<file path="src/rtl/drq_pkg.sv">
package drq_pkg;
  localparam int unsigned WORD_W = 32;

  // strict comparison: a count equal to the limit does not qualify
  function automatic logic exceeds(input logic [WORD_W-1:0] count,
                                   input logic [WORD_W-1:0] limit);
    return count > limit;
  endfunction

  // clears the low alignment bits of a limit value
  function automatic logic [WORD_W-1:0] align_down(input logic [WORD_W-1:0] v,
                                                   input int unsigned lsbs);
    logic [WORD_W-1:0] m;
    m = {WORD_W{1'b1}} << lsbs;
    return v & m;
  endfunction

  // saturating step of the quiet-cycle counter
  function automatic logic [7:0] idle_step(input logic [7:0] cur,
                                           input logic busy,
                                           input logic [7:0] limit);
    if (busy) return 8'd0;
    if (cur >= limit) return limit;
    return cur + 8'd1;
  endfunction
endpackage

</file>
<file path="src/rtl/drq_thr_reg.sv">
module drq_thr_reg #(
  parameter int unsigned DATA_W   = 32,
  parameter int unsigned THR_W    = 6,
  parameter int unsigned ALIGN    = 2,
  parameter int unsigned SOFT_LSB = 0,
  parameter int unsigned HARD_LSB = 16
) (
  input  logic              clk,
  input  logic              rst_n,
  input  logic              soft_rst,
  input  logic              cfg_we,
  input  logic [DATA_W-1:0] cfg_wdata,
  output logic [DATA_W-1:0] cfg_rdata,
  output logic [THR_W-1:0]  soft_thr,
  output logic [THR_W-1:0]  hard_thr
);
  localparam int unsigned STORE_W = THR_W - ALIGN;
  localparam int unsigned NFIELD  = 2;
  localparam logic [DATA_W-1:0] FIELD_MASK =
      (DATA_W'({THR_W{1'b1}}) << SOFT_LSB) | (DATA_W'({THR_W{1'b1}}) << HARD_LSB);

  logic [THR_W-1:0]  field_val  [NFIELD];
  logic [DATA_W-1:0] field_word [NFIELD];

  for (genvar f = 0; f < NFIELD; f++) begin : g_field
    localparam int unsigned LSB = (f == 0) ? SOFT_LSB : HARD_LSB;
    logic [STORE_W-1:0] store_q;

    always_ff @(posedge clk or negedge rst_n) begin
      if (!rst_n)      store_q <= '0;
      else if (cfg_we) store_q <= cfg_wdata[LSB+ALIGN +: STORE_W];
    end

    assign field_val[f]  = {store_q, {ALIGN{1'b0}}};
    assign field_word[f] = DATA_W'(field_val[f]) << LSB;
  end

  always_comb begin
    cfg_rdata = '0;
    for (int i = 0; i < NFIELD; i++) cfg_rdata = cfg_rdata | field_word[i];
  end

  assign soft_thr = field_val[0];
  assign hard_thr = field_val[1];

  assert_wr_visible_R10: assert property (@(posedge clk) disable iff (!rst_n)
    cfg_we |=> cfg_rdata == (drq_pkg::align_down($past(cfg_wdata), 0) & FIELD_MASK &
                             ~((DATA_W'({ALIGN{1'b1}}) << SOFT_LSB) |
                               (DATA_W'({ALIGN{1'b1}}) << HARD_LSB))));
  // the soft reset does not disturb the configuration word
  assert_kept_no_write_R7: assert property (@(posedge clk) disable iff (!rst_n)
    !cfg_we |=> $stable(cfg_rdata));
  assert_reserved_zero_R5: assert property (@(posedge clk) disable iff (!rst_n)
    (cfg_rdata & ~FIELD_MASK) == '0);
  assert_lsb_zero_R4: assert property (@(posedge clk) disable iff (!rst_n)
    cfg_rdata[SOFT_LSB +: ALIGN] == '0 && cfg_rdata[HARD_LSB +: ALIGN] == '0);

  logic unused_soft;
  assign unused_soft = soft_rst;
endmodule

</file>
<file path="src/rtl/drq_idle_det.sv">
module drq_idle_det #(
  parameter int unsigned IDLE_CYCLES = 4
) (
  input  logic clk,
  input  logic rst_n,
  input  logic soft_rst,
  input  logic bus_busy,
  output logic bus_idle
);
  localparam int unsigned CW = $clog2(IDLE_CYCLES + 1);
  localparam logic [7:0] LIMIT8 = 8'(IDLE_CYCLES);

  logic [CW-1:0] quiet_q;
  logic [7:0]    quiet_next;

  always_comb quiet_next = drq_pkg::idle_step(8'(quiet_q), bus_busy, LIMIT8);

  always_ff @(posedge clk or negedge rst_n) begin
    if (!rst_n)        quiet_q <= '0;
    else if (soft_rst) quiet_q <= '0;
    else               quiet_q <= quiet_next[CW-1:0];
  end

  assign bus_idle = (quiet_q == CW'(IDLE_CYCLES));

  assert_busy_kills_idle_R3: assert property (@(posedge clk) disable iff (!rst_n)
    bus_busy |=> !bus_idle);
  assert_idle_sticks_R3: assert property (@(posedge clk) disable iff (!rst_n || soft_rst)
    bus_idle && !bus_busy |=> bus_idle);
endmodule

</file>
<file path="src/rtl/drq_req_ctrl.sv">
module drq_req_ctrl (
  input  logic clk,
  input  logic rst_n,
  input  logic soft_rst,
  input  logic hard_hit,
  input  logic soft_hit,
  input  logic res_ok,
  input  logic req_ack,
  output logic bus_req
);
  logic eligible;
  assign eligible = (hard_hit || soft_hit) && res_ok;

  always_ff @(posedge clk or negedge rst_n) begin
    if (!rst_n)                  bus_req <= 1'b0;
    else if (soft_rst)           bus_req <= 1'b0;
    else if (bus_req && req_ack) bus_req <= 1'b0;
    else if (!bus_req)           bus_req <= eligible;
  end

  assert_hard_now_R2: assert property (@(posedge clk) disable iff (!rst_n || soft_rst)
    !bus_req && hard_hit && res_ok |=> bus_req);
  assert_hold_R8: assert property (@(posedge clk) disable iff (!rst_n || soft_rst)
    bus_req && !req_ack |=> bus_req);
  assert_ack_drop_R8: assert property (@(posedge clk) disable iff (!rst_n)
    bus_req && req_ack |=> !bus_req);
endmodule

</file>
<file path="src/rtl/drain_req_sched.sv">
module drain_req_sched #(
  parameter int unsigned DATA_W      = 32,
  parameter int unsigned CNT_W       = 7,
  parameter int unsigned THR_W       = 6,
  parameter int unsigned ALIGN       = 2,
  parameter int unsigned SOFT_LSB    = 0,
  parameter int unsigned HARD_LSB    = 16,
  parameter int unsigned RES_W       = 4,
  parameter int unsigned IDLE_CYCLES = 4
) (
  input  logic              clk,
  input  logic              rst_n,
  input  logic              soft_rst,
  input  logic              cfg_we,
  input  logic [DATA_W-1:0] cfg_wdata,
  output logic [DATA_W-1:0] cfg_rdata,
  input  logic [CNT_W-1:0]  fifo_count,
  input  logic              bus_busy,
  input  logic [RES_W-1:0]  res_count,
  input  logic              req_ack,
  output logic              bus_req
);
  logic [THR_W-1:0] soft_thr, hard_thr;
  logic bus_idle, hard_hit, soft_over, soft_hit, res_ok;

  drq_thr_reg #(
    .DATA_W(DATA_W), .THR_W(THR_W), .ALIGN(ALIGN),
    .SOFT_LSB(SOFT_LSB), .HARD_LSB(HARD_LSB)
  ) u_thr (
    .clk(clk), .rst_n(rst_n), .soft_rst(soft_rst), .cfg_we(cfg_we),
    .cfg_wdata(cfg_wdata), .cfg_rdata(cfg_rdata),
    .soft_thr(soft_thr), .hard_thr(hard_thr)
  );

  drq_idle_det #(.IDLE_CYCLES(IDLE_CYCLES)) u_idle (
    .clk(clk), .rst_n(rst_n), .soft_rst(soft_rst),
    .bus_busy(bus_busy), .bus_idle(bus_idle)
  );

  assign hard_hit  = drq_pkg::exceeds(32'(fifo_count), 32'(hard_thr));
  assign soft_over = drq_pkg::exceeds(32'(fifo_count), 32'(soft_thr));
  assign soft_hit  = soft_over && bus_idle;
  assign res_ok    = (res_count != '0);

  drq_req_ctrl u_ctrl (
    .clk(clk), .rst_n(rst_n), .soft_rst(soft_rst),
    .hard_hit(hard_hit), .soft_hit(soft_hit), .res_ok(res_ok),
    .req_ack(req_ack), .bus_req(bus_req)
  );

  assert_strict_R1: assert property (@(posedge clk) disable iff (!rst_n || soft_rst)
    $rose(bus_req) |-> $past(fifo_count > CNT_W'(hard_thr) || fifo_count > CNT_W'(soft_thr)));
  assert_no_res_R6: assert property (@(posedge clk) disable iff (!rst_n || soft_rst)
    $rose(bus_req) |-> $past(res_count) != '0);
  assert_soft_needs_idle_R3: assert property (@(posedge clk) disable iff (!rst_n || soft_rst)
    $rose(bus_req) && !$past(hard_hit) |-> $past(bus_idle));
  // a zero limit and an empty FIFO never give a request
  assert_empty_quiet_R9: assert property (@(posedge clk) disable iff (!rst_n || soft_rst)
    $rose(bus_req) |-> $past(fifo_count) != '0);
endmodule

</file>
<file path="config.mk">
export PLATFORM = sky130hd
export DESIGN_NAME = drain_req_sched
export DESIGN_NICKNAME = d
export VERILOG_FILES = /design/src/rtl/drq_pkg.sv /design/src/rtl/drq_thr_reg.sv /design/src/rtl/drq_idle_det.sv /design/src/rtl/drq_req_ctrl.sv /design/src/rtl/drain_req_sched.sv
export SDC_FILE = /design/constraint.sdc
export NUM_CORES = 1
export LEC_CHECK = 0
export BUFFER_PORTS_ARGS = -buffer_cell sky130_fd_sc_hd__buf_4
export CORE_MARGIN = 2
export CORE_UTILIZATION = 38
export CTS_BUF_LIST = sky130_fd_sc_hd__clkbuf_4 sky130_fd_sc_hd__clkbuf_8
export CTS_CLUSTER_SIZE = 16
export DETAILED_ROUTE_END_ITERATION = 7
export PLACE_DENSITY_LB_ADDON = 0.08
export SLEW_MARGIN = 0
export SYNTH_ARGS = -nofsm -noshare
export SYNTH_HDL_FRONTEND = slang
export SYNTH_HIERARCHICAL = 1
export SYNTH_SLANG_ARGS = --single-unit
</file>
<file path="constraint.sdc">
create_clock -name clk -period 2.03 [get_ports clk]
set_clock_uncertainty 0.2 [all_clocks]
set_input_delay 0.1015 -clock clk [delete_from_list [all_inputs] [get_ports clk]]
set_output_delay 0.1015 -clock clk [all_outputs]
set_load 0.02 [all_outputs]
</file>
==> flow_summary_export.csv <==
group,metric,value,unit
cts,cts_buffer_depth,2,
setup_path,launch_point_of_the_worst_reg_to_reg_path,"u_thr/g_field[1].store_q[2]",
route,drtIter0Drc,9,
setup_path,worstPathRequired,2.01,ns
final_layout,n_diodes,0,
setup_path,reg2reg_slack,0.07,ns
final_layout,seq_area,302,um2
outcome,result_of_the_run,"finished, final reports clean",
timing,worstMarginPinSlew,0.519,ns
run,cap_violations,0,
synthesis,syn_area,1120,um2
timing,final.setup.worst_slack,0.0669,ns
synthesis,yosys.area_share.adder,0.157,
power,power.density_cell_area,501,nW/um2
synthesis,yosysSeqAreaShare,0.268,
cts,clock_insertion_delay_at_the_later_pin_of_the_skew_report,0.28,ns
setup_path,timing.critical_path.slowest_cell_delay,0.40,ns
setup_path,timing.critical_path.fanout_max,2,
setup_path,critPathArrivalTime,1.94,ns
die,die_width,58.3,um
synthesis,synth_xor_area_frac,0,
power,leakage,0.804,nW
synthesis,share_of_cell_area_taken_by_muxes_after_synthesis,0.117,
synthesis,cell_count_after_synthesis,111,
die,fp.dieArea,3390,um2
timing,timing.final.setup_violations,0,
route,final_antenna_net_count,0,
final_layout,final_layout_size_suffix_gt1_frac,0.348,
setup_path,worstPathCellList,"inv_1 > ha_4 > a21o_1 > a211o_1 > o22a_1 > o21ai_2 > mux2_4 > nor2_2",
setup_path,timing.critical_path.to_type,"register",
die,initial_core_util,0.402,
final_layout,layout_commonest_cell,"buf_4",
timing,fmaxAchievable,509,MHz
timing,slew_violations,0,
min_path,hold_class,"in2reg",
synthesis,synth-simple-area-share,0.0895,
die,core.rowCount,19,
setup_path,gate_family_responsible_for_the_most_delay_along_the_worst_path,"compound AO/OA/AOI/OAI gates",
synthesis,dominant_combinational_cell_family_by_area_after_synthesis,"buffers and inverters",
setup_path,reg2reg_to,"u_ctrl/bus_req",
timing,timing_hold_violations_final,0,
setup_path,critical_path_class,"reg2reg",
global_route,overflow,0,
die,io-pin-count,82,
route,finalWirelength,2.09,mm
global_route,antenna_found_initial,0,
placement,port_buffers,33,
final_layout,area_of_the_multi_input_gates,618,um2
timing,timing.slew.headroom,0.653,
cts,clock_tree.htree_level_count,1,
global_route,grt.total_usage,0.131,
cts,tritoncts,"yes",
die,core_area,2780,um2
global_route,grt_start_max_net_pins,13,
cts,num_cts_buffers,3,
setup_path,path_depth,8,
final_layout,flow.area_growth_from_synthesis,35.2,%
die,floorplan.die.height,58.3,um
synthesis,post_synth.cell_area_avg,10.1,um2
timing,final_period_minus_worst_setup_slack,1.96,ns
route,remaining_drc_errors,0,
placement,hpwl,1.48,mm
setup_path,critical_path_buf_inv_count,1,
placement,place_congestion,0.731,
timing,finalCritPeriodShare,0.967,
global_route,global_route_wire_length_before_repair,3.31,mm
final_layout,layout_common_cells,"buf_4, conb_1, dlygate4sd3_1",
route,vias_per_cell,4.15,
cts,cts.sink_count,12,
power,power.ir.vdd_worst,0.334,mV
setup_path,cp-start-kind,"register",
timing,tns,0,ns
route,detailedRoute.firstPassIterationCount,4,
setup_path,timing.critical_path.from,"u_thr/g_field[1].store_q[2]",
synthesis,yosysUniqueCellTypes,25,
route,post_drt_wl_per_cell,10.9,um
synthesis,synth-compound-area-share,0.0694,
synthesis,ys_ff_latch,12,
setup_path,rr_worst_depth,8,
setup_path,critPathSlowestCell,"dfrtp_2",
global_route,first_global_vias,751,
final_layout,filler_cell_count,258,
synthesis,synthesis.yosys.warnings,6,
cts,cts.clk_slew.worst_paths,0.08,ns
route,route.vias.total,796,
cts,cts-root-buf,"clkbuf_4",
final_layout,final_nets,225,
setup_path,cp-endpoint,"u_ctrl/bus_req",
placement,placement.setup.worst_slack,0.0534,ns
## area by class of cell
type,instances,share of cell area
tap,31,0.0256
inverter,13,0.0323
timing repair buffer,56,0.314
multi-input combinational,76,0.409
clock buffer,4,0.0199
sequential,12,0.199
## power breakdown
part | leakage, nW | switching (mW) | internal [mW] | total (mW)
Combinational | 0.640 | 0.147 | 0.162 | 0.308
Sequential | 0.146 | 0.0182 | 0.259 | 0.277
Clock | 0.0184 | 0.0826 | 0.0897 | 0.172
Total | 0.804 | 0.248 | 0.511 | 0.758
## Yosys cell counts (all sizes together)
library cell,number,area (um2)
a211o,1,8.76
a211oi,1,7.51
a21o,3,22.5
a21oi,4,20.0
and2,1,7.51
buf,37,282
conb,1,3.75
dfrtp,12,300
ha,14,175
inv,13,48.8
mux2,9,131
nand3,2,10.0
nand3b,2,15.0
nand4b,2,17.5
nor2,2,10.0
nor3,1,5.00
nor4,1,12.5
nor4b,1,15.0
o21ai,2,10.0
o22a,1,8.76
or4,1,7.51
## registers in the layout (all words and copies together), names as in the netlist
register / count
u_thr/g_field.store_q: 8
u_idle/quiet_q: 3
u_ctrl/bus_req: 1
## worst register-to-register path: stages (launching register included)
cell	delay, ns
dfrtp_2	0.40
inv_1	0.09
ha_4	0.20
a21o_1	0.15
a211o_1	0.29
o22a_1	0.23
o21ai_2	0.11
mux2_4	0.16
nor2_2	0.03
## logic make-up after synthesis
kind of cell    count (synthesis)
compound gates                 12
fa+ha+maj                      14
buf+inv                        50
flops                          12
mux                             9
other cells                     1
simple gates                   13
## stage by stage
stage | utilization | hold WS, ns | instances | power [mW] | area [um2]
2_1_floorplan | - | -0.394 | 138 | 0.504 | 1230
3_5_place_dp | 0.442 | -0.253 | 165 | 0.534 | 1230
6_report | 0.544 | 0.216 | 192 | 0.758 | 1510
5_1_grt | 0.544 | 0.253 | 192 | 0.798 | 1510
3_3_place_gp | 0.442 | -0.254 | 165 | 0.529 | 1230
4_1_cts | 0.532 | 0.209 | 191 | 0.749 | 1480
## how the worst min path moves through the flow
stage | startpoint | end | slack [ns] | depth (start not counted)
floorplan | rst_n | u_ctrl/bus_req | -0.39 | 0
CTS | res_count[2] | u_ctrl/bus_req | 0.21 | 5
global placement | rst_n | u_thr/g_field[1].store_q[1] | -0.25 | 1
global route | res_count[1] | u_ctrl/bus_req | 0.25 | 5
finish | res_count[2] | u_ctrl/bus_req | 0.22 | 5
detailed placement | rst_n | u_thr/g_field[1].store_q[1] | -0.25 | 1
## metal layers
metal | GRT usage | share of wire | routed length (um) | up-vias
met1 | 0.157 | 0.41 | 851 | 347
li1 | - | - | - | 409
met4 | 0.0797 | 0.014 | 29 | 0
met5 | 0 | 0 | 0 | -
met3 | 0.0156 | 0.056 | 117 | 4
met2 | 0.222 | 0.52 | 1090 | 36
## what timing repair did
item,CTS,global route
endpoints found under the setup margin,0,1
resized for setup,0,4
hold buffers,22,0
endpoints found under the hold margin,24,0
buffers inserted,0,1
No activity file was read; power rests on OpenSTA's default activity.
